==> src/rtl/tmr_flag_pkg.sv <==
package tmr_flag_pkg;
  localparam int unsigned N_CH    = 4;
  localparam int unsigned REG_W   = 8;
  localparam int unsigned OVF_POS = 7;

  typedef enum logic [1:0] {
    MODE_CAPTURE = 2'b00,
    MODE_COMPARE = 2'b01,
    MODE_PWM     = 2'b10,
    MODE_PWM2    = 2'b11
  } tmr_mode_e;

  typedef enum logic [1:0] {
    EDGE_NONE = 2'b00,
    EDGE_RISE = 2'b01,
    EDGE_FALL = 2'b10,
    EDGE_BOTH = 2'b11
  } edge_sel_e;
endpackage

==> src/rtl/tmr_cap_edge.sv <==
module tmr_cap_edge
  import tmr_flag_pkg::*;
#(
  parameter int unsigned SYNC_STAGES = 2
) (
  input  logic       clk_i,
  input  logic       rst_ni,
  input  logic       pin_i,
  input  logic [1:0] sel_i,
  output logic       edge_o
);
  // sh_q[SYNC_STAGES-1] is the synchronised level, sh_q[SYNC_STAGES] its previous value
  logic [SYNC_STAGES:0] sh_q;
  logic rise, fall;
  edge_sel_e sel;

  always_ff @(posedge clk_i or negedge rst_ni) begin
    if (!rst_ni) sh_q <= '0;
    else         sh_q <= {sh_q[SYNC_STAGES-1:0], pin_i};
  end

  assign sel  = edge_sel_e'(sel_i);
  assign rise = sh_q[SYNC_STAGES-1] & ~sh_q[SYNC_STAGES];
  assign fall = ~sh_q[SYNC_STAGES-1] & sh_q[SYNC_STAGES];

  always_comb begin
    unique case (sel)
      EDGE_RISE: edge_o = rise;
      EDGE_FALL: edge_o = fall;
      EDGE_BOTH: edge_o = rise | fall;
      default:   edge_o = 1'b0;
    endcase
  end

  // a single-direction edge cannot pulse twice in a row
  a_r9_single_pulse: assert property (@(posedge clk_i) disable iff (!rst_ni)
    (edge_o && $stable(sel_i) && sel_i != 2'b11) |=> !(edge_o && $stable(sel_i)));
endmodule

==> src/rtl/tmr_event_sel.sv <==
module tmr_event_sel
  import tmr_flag_pkg::*;
#(
  parameter int unsigned CH = 4
) (
  input  logic [1:0]    mode_i,
  input  logic [CH-1:0] cap_evt_i,
  input  logic [CH-1:0] match_i,
  output logic [CH-1:0] set_o
);
  tmr_mode_e mode;
  assign mode = tmr_mode_e'(mode_i);

  for (genvar g = 0; g < CH; g++) begin : g_sel
    always_comb begin
      unique case (mode)
        MODE_CAPTURE: set_o[g] = cap_evt_i[g];
        default:      set_o[g] = match_i[g];
      endcase
    end
  end
endmodule

==> src/rtl/tmr_flag_cell.sv <==
module tmr_flag_cell (
  input  logic clk_i,
  input  logic rst_ni,
  input  logic set_i,
  input  logic rd_i,
  input  logic wr_i,
  input  logic wbit_i,
  output logic flag_o
);
  logic flag_q, arm_q, clr;

  assign clr = wr_i & arm_q & ~wbit_i;

  always_ff @(posedge clk_i or negedge rst_ni) begin
    if (!rst_ni) begin
      flag_q <= 1'b0;
      arm_q  <= 1'b0;
    end else begin
      flag_q <= set_i | (flag_q & ~clr);  // set beats clear
      if (rd_i)      arm_q <= flag_q;
      else if (wr_i) arm_q <= 1'b0;
    end
  end

  assign flag_o = flag_q;

  // a flag only falls after an armed write of 0
  a_r4_clear_needs_arm: assert property (@(posedge clk_i) disable iff (!rst_ni)
    $fell(flag_q) |-> $past(arm_q && wr_i && !wbit_i));
  // a set event always leaves the flag at 1
  a_r8_set_wins: assert property (@(posedge clk_i) disable iff (!rst_ni)
    $past(set_i) |-> flag_q);
  // a write without a read leaves the arm empty
  a_r7_arm_consumed: assert property (@(posedge clk_i) disable iff (!rst_ni)
    $past(wr_i && !rd_i) |-> !arm_q);
endmodule

==> src/rtl/tmr_status_flags.sv <==
module tmr_status_flags
  import tmr_flag_pkg::*;
#(
  parameter int unsigned SYNC_STAGES = 2
) (
  input  logic                clk_i,
  input  logic                rst_ni,
  input  logic                sel_i,
  input  logic                rd_i,
  input  logic                wr_i,
  input  logic [REG_W-1:0]    wdata_i,
  output logic [REG_W-1:0]    rdata_o,
  input  logic [1:0]          mode_i,
  input  logic [N_CH-1:0]     cap_pin_i,
  input  logic [2*N_CH-1:0]   edge_sel_i,
  input  logic [N_CH-1:0]     match_i,
  input  logic                ovf_i,
  input  logic [N_CH:0]       irq_en_i,
  output logic                irq_o
);
  localparam int unsigned N_FLAG   = N_CH + 1;
  localparam int unsigned SPARE_LO = N_CH;
  localparam int unsigned SPARE_HI = OVF_POS - 1;

  logic              rd_hit, wr_hit;
  logic [N_CH-1:0]   cap_evt, ch_set;
  logic [N_FLAG-1:0] set_vec, flags, wbits;
  logic [REG_W-1:0]  reg_view;

  assign rd_hit = sel_i & rd_i;
  assign wr_hit = sel_i & wr_i;

  for (genvar g = 0; g < N_CH; g++) begin : g_cap
    tmr_cap_edge #(.SYNC_STAGES(SYNC_STAGES)) u_edge (
      .clk_i  (clk_i),
      .rst_ni (rst_ni),
      .pin_i  (cap_pin_i[g]),
      .sel_i  (edge_sel_i[2*g+1:2*g]),
      .edge_o (cap_evt[g])
    );
  end

  tmr_event_sel #(.CH(N_CH)) u_evsel (
    .mode_i    (mode_i),
    .cap_evt_i (cap_evt),
    .match_i   (match_i),
    .set_o     (ch_set)
  );

  assign set_vec = {ovf_i, ch_set};
  assign wbits   = {wdata_i[OVF_POS], wdata_i[N_CH-1:0]};

  for (genvar g = 0; g < N_FLAG; g++) begin : g_flag
    tmr_flag_cell u_cell (
      .clk_i  (clk_i),
      .rst_ni (rst_ni),
      .set_i  (set_vec[g]),
      .rd_i   (rd_hit),
      .wr_i   (wr_hit),
      .wbit_i (wbits[g]),
      .flag_o (flags[g])
    );
  end

  always_comb begin
    reg_view                    = '1;
    reg_view[N_CH-1:0]          = flags[N_CH-1:0];
    reg_view[OVF_POS]           = flags[N_CH];
  end

  assign rdata_o = rd_hit ? reg_view : '0;
  assign irq_o   = |(flags & irq_en_i);

  // the overflow flag only rises after an overflow pulse
  a_r11_ovf_source: assert property (@(posedge clk_i) disable iff (!rst_ni)
    $rose(flags[N_CH]) |-> $past(ovf_i));
  // spare bits read 1 even right after a write of 0s there
  a_r3_spare_fixed: assert property (@(posedge clk_i) disable iff (!rst_ni)
    ($past(wr_hit && (wdata_i[SPARE_HI:SPARE_LO] != '1)) && rd_hit)
      |-> rdata_o[SPARE_HI:SPARE_LO] == '1);
  // in capture mode, channel flags rise only from pin edges
  a_r10_capture_source: assert property (@(posedge clk_i) disable iff (!rst_ni)
    ($rose(flags[0]) && $past(mode_i) == 2'b00) |-> $past(cap_evt[0]));
endmodule

==> config.mk <==
export PLATFORM = sky130hd
export DESIGN_NAME = tmr_status_flags
export DESIGN_NICKNAME = d
export VERILOG_FILES = /design/src/rtl/tmr_flag_pkg.sv /design/src/rtl/tmr_cap_edge.sv /design/src/rtl/tmr_event_sel.sv /design/src/rtl/tmr_flag_cell.sv /design/src/rtl/tmr_status_flags.sv
export SDC_FILE = /design/constraint.sdc
export NUM_CORES = 1
export LEC_CHECK = 0
export ABC_AREA = 1
export BUFFER_PORTS_ARGS = -buffer_cell sky130_fd_sc_hd__buf_2
export CAP_MARGIN = 10
export CORE_MARGIN = 2
export CORE_UTILIZATION = 50
export DETAILED_ROUTE_END_ITERATION = 12
export GPL_TIMING_DRIVEN = 0
export PLACE_DENSITY = 0.8
export SETUP_SLACK_MARGIN = 0.2
export SKIP_CTS_REPAIR_TIMING = 1
export SYNTH_ARGS = -nofsm -noshare
export SYNTH_HDL_FRONTEND = slang
export SYNTH_SLANG_ARGS = --single-unit
==> constraint.sdc <==
create_clock -name clk_i -period 3.1 [get_ports clk_i]
set_input_delay 0.465 -clock clk_i [delete_from_list [all_inputs] [get_ports clk_i]]
set_output_delay 0.465 -clock clk_i [all_outputs]
set_load 0.05 [all_outputs]
# Yosys cells after proc, flatten, opt, wreduce, memory -nomap -nowiden

Index checks and enable logic that the tools add are counted.

Output and inout port bits: 9
Logic and storage cells: 97
Input bits: 37
Register bits after elaboration: 22

Bitwise operators: 53
Muxes and demuxes: 15
Equality and inequality tests: 12
Reductions and logical operators: 3

Operators by type and width:

| cell                                                | number |
|---|---|
| AND 1 bit                                           | 25 |
| inverter 1 bit                                      | 18 |
| equality test 2 bit, second input constant          | 8 |
| case mux 1 bit (3 select lines)                     | 4 |
| 2-to-1 mux 1 bit                                    | 10 |
| OR 1 bit                                            | 9 |
| equality test 2 x 1 -> 1 bit, second input constant | 4 |
| 2-to-1 mux 8 bit                                    | 1 |
| AND 5 bit                                           | 1 |
| OR reduction 5 bit                                  | 1 |
| zero test 2 bit                                     | 1 |
| nonzero test 2 bit                                  | 1 |

# Longest topological paths before layout

Depth in word-level cells: 6
Gate-level depth with buffers: 7
Depth with buffers taken out: 7

# Cells and area by module

Synthesis repeated with hierarchy kept, for this count alone.

Cells, all modules: 152
Area total of the unflattened synthesis: 1,156.1 µm²

By module, submodules not included:

| module           | area each (µm²) | times used | sequential area each (µm²) | cells each |
|---|---|---|---|---|
| tmr_cap_edge     | 138.9           | 4          | 75.1                       | 14 |
| tmr_flag_cell    | 85.1            | 5          | 50.0                       | 11 |
| tmr_status_flags | 118.9           | 1          | 0.0                        | 28 |
| tmr_event_sel    | 56.3            | 1          | 0.0                        | 13 |

# Worst setup path before layout

No wires, ideal clock.

Path type: in2out
Start: in sel_i
End: out rdata_o[0]
Arrival: 1,325 ps
Stages: 3
Path buffers: 1
Slack: 1,310 ps
Required time: 2,635 ps
Cells stage by stage: nand2_1 -> buf_6 -> nor2_1

Longest elaborated chain between the ends: 2

RTL lines:

| element            | line                   | RTL |
|---|---|---|
| start: declaration | tmr_status_flags.sv:8  | `input logic sel_i,` |
| AND 1 bit          | tmr_status_flags.sv:30 | `assign rd_hit = sel_i & rd_i;` |
| 2-to-1 mux 8 bit   | tmr_status_flags.sv:71 | `assign rdata_o = rd_hit ? reg_view : '0;` |
| end: declaration   | tmr_status_flags.sv:12 | `output logic [REG_W-1:0] rdata_o,` |

No other way between the ends.

# Final worst setup path

Start: in sel_i
End: out rdata_o[4]

Longest elaborated chain between the ends: 2

RTL lines:

| element                   | line                   | RTL |
|---|---|---|
| AND 1 bit                 | tmr_status_flags.sv:30 |  |
| via g_flag[0].u_cell.rd_i | tmr_flag_cell.sv:5     | `input logic rd_i,` |
| 2-to-1 mux 8 bit          | tmr_status_flags.sv:71 |  |

The timed path passes the listed nets, and every way through them passes these cells.

==> results.toml <==
[run_status]
status = "finished clean"

[worst_setup_path]
path_class = "input port to output port"
path_max_fanout = 10
rrSetupSlack_ns = 2.00
crit_arrival_ns = 1.21
r2r-start = "g_cap[0].u_edge.sh_q[1]$_DFF_PN0_"
r2r_cells = 7
end_kind = "output port"
start_kind = "input port"
critPathRequiredTime_ns = 2.63
r2r_end = "g_flag[0].u_cell.flag_o$_DFF_PN0_"

[synthesis]
synth_nets = 174
synthArstFlopShare_pct = 100
yosysTopAreaCellShare_pct = 50.0
postSynthAreaPerCell_um2 = 8.54
syn_area_um2 = 1100
synth_warnings = 0
synth_ff_type = "dfrtp_1"
synth_most_common_cell = "inv_1"
synth_common_cells = "31 x inv_1, 24 x nand2_1, 22 x dfrtp_1, 13 x nor2_1, 9 x nand3_1"
synth_area_leaders = "dfrtp_1 50%, inv_1 11%, ha_1 9.1%"
synth_top_cell_by_area = "dfrtp_1"
yosys_register_bits = 22
synth_edf_count = 0
ys_types = 16
syn_inst = 129
ys_seq_area_share_pct = 50.0

[timing]
maxSlewHeadroom_pct = 69.3
setup_viol = 0
hold_violations = 0
tightestPinTransition_ns = 0.460
fmax_mhz = 595
min_period_over_period_pct = 54.2
tns_ns = 0
period_needed_ns = 1.68
rsz0062_at_grt = "no"
skew_ns = 0.00549
setup_slack_ns = 1.42
drv_slew = 0

[placement]
gp_congestion = 0.697
placedInstanceArea_um2 = 1350
io_buffer_count = 42
dp_hpwl_um = 1540
pre_cts_ws_ns = 1.42

[job]
maxCapViolations = 0

[route]
ant_nets = 0
remaining_drc_errors = 0
drt_iter0_markers = 3
num_vias = 920
routedWlPerCell_um = 9.01
first_pass_iters = 2
wl_um = 1820
viasPerCell = 4.55

[clock_tree]
root_buffer = "clkbuf_4"
cts_buffer_depth = 2
clkTransAtPathRegs_ns = 0.11
cts_sinks = 22
cts_made_buffers = 3
worst_skew_pair.late_latency_ns = 0.30
cts_tree = "done"
htree_levels = 1

[global_route]
grt_pass1_wl_um = 3210
grt.overflow.total = 0
grt_max_degree = 23
grtUsageTotal_pct = 16.5
grt_pass1_vias = 818
antenna_found_initial = 0

[finish]
insertedDiodeCount = 0
area_growth_pct = 25.5
drive_above_1_share_pct = 29.7
fin_area_um2 = 1380
finalNetCount = 221
final_util_pct = 68.3

[power_and_ir_drop]
max-vdd-ir-drop_mv = 0.351
power_switching_uw = 158
switching_share_pct = 27.2
p_comb_share_pct = 20.1
cell_internal_pwr_uw = 424
pwr-share-seq_pct = 54.1
clockPowerShare_pct = 25.7
p_per_area_nw_per_um2 = 421
p_leak_uw = 0.000855

[die]
dieArea_um2 = 2590
ioPinCount = 46
placementRows = 16
die_h_um = 50.9
core_um2 = 2020
die_x_um = 50.9
start_util_pct = 54.5

[min_path]
hold_class = "input port to asynchronous set/reset pin"
[critical path: stages]
cell     delay [ns]
buf_2          0.09
nand2_1        0.08
buf_6          0.15
inv_1          0.08
buf_4          0.10
buf_2          0.24
[through the flow]
stage	std cells	total power (uW)	hold WS, ns
after floorplan	129	394	0.169
after global placement	198	434	0.335
after global routing	202	624	0.124
after detailed placement	198	440	0.338
final	202	582	0.0983
after CTS	202	592	0.107
[layer usage]
metal	part of all wire [%]	track usage, %	vias to the layer above	routed length [um]
li1	-	-	483	-
met1	43	18.4	405	782
met2	49	31.0	30	897
met3	6.9	3.22	2	126
met4	0.82	5.41	0	15
met5	0	0	-	0
[final cells by class]
class,instances,area (um^2)
clock buffers,4,36.3
fillers,168,641
plain buffers,4,33.8
multi-input cells,71,397
repair buffers,42,210
flip-flops and latches,22,551
well taps,27,33.8
inverters,32,120
[power groups by stage]
stage / Sequential, uW / Combinational, uW / Clock [uW]
after global placement: 320 / 114 / 0
after global routing: 317 / 133 / 174
after detailed placement: 321 / 119 / 0
after CTS: 315 / 120 / 157
final: 315 / 117 / 150
after floorplan: 319 / 75.4 / 0
[cell usage in the layout, fill, tap and decap left out]
| master | Yosys | layout |
|---|---|---|
| buf_2 | 0 | 42 |
| inv_1 | 31 | 31 |
| nand2_1 | 24 | 24 |
| dfrtp_1 | 22 | 22 |
| nor2_1 | 13 | 13 |
| nand3_1 | 9 | 9 |
| ha_1 | 8 | 8 |
| o22ai_1 | 5 | 5 |
| a21oi_1 | 4 | 4 |
| a21o_1 | 4 | 4 |
| buf_4 | 3 | 3 |
| clkbuf_4 | 0 | 3 |
| buf_6 | 1 | 1 |
| inv_2 | 1 | 1 |
| nor2_4 | 1 | 1 |
| nor3_1 | 1 | 1 |
| o21bai_1 | 1 | 1 |
| nand3b_1 | 1 | 1 |
| clkbuf_8 | 0 | 1 |
[worst max path at each step]
stage	depth (start not counted)	startpoint	slack (ns)	end
6_report	6	sel_i	1.42	rdata_o[4]
5_1_grt	4	g_flag[1].u_cell.flag_o$_DFF_PN0_	1.35	irq_o
4_1_cts	4	g_flag[1].u_cell.flag_o$_DFF_PN0_	1.41	irq_o
3_5_place_dp	6	sel_i	1.42	rdata_o[4]
3_3_place_gp	6	sel_i	1.44	rdata_o[5]
2_1_floorplan	3	sel_i	1.31	rdata_o[0]
[state kept, by name, summed over array words and instances, names as in the netlist]
name	count
g_flag.u_cell.flag_o	5
g_cap.u_edge.sh_q	12
g_flag.u_cell.arm_q	5
[cells by family (layout without fill, tap and decap cells)]
family,after synthesis,count (layout),synth area share [%]
buf+inv,36,82,14.0
simple gates,49,49,18.9
flops,22,22,50.0
compound gates,14,14,8.07
fa+ha+maj,8,8,9.09
(Power assumes the default switching activity.)
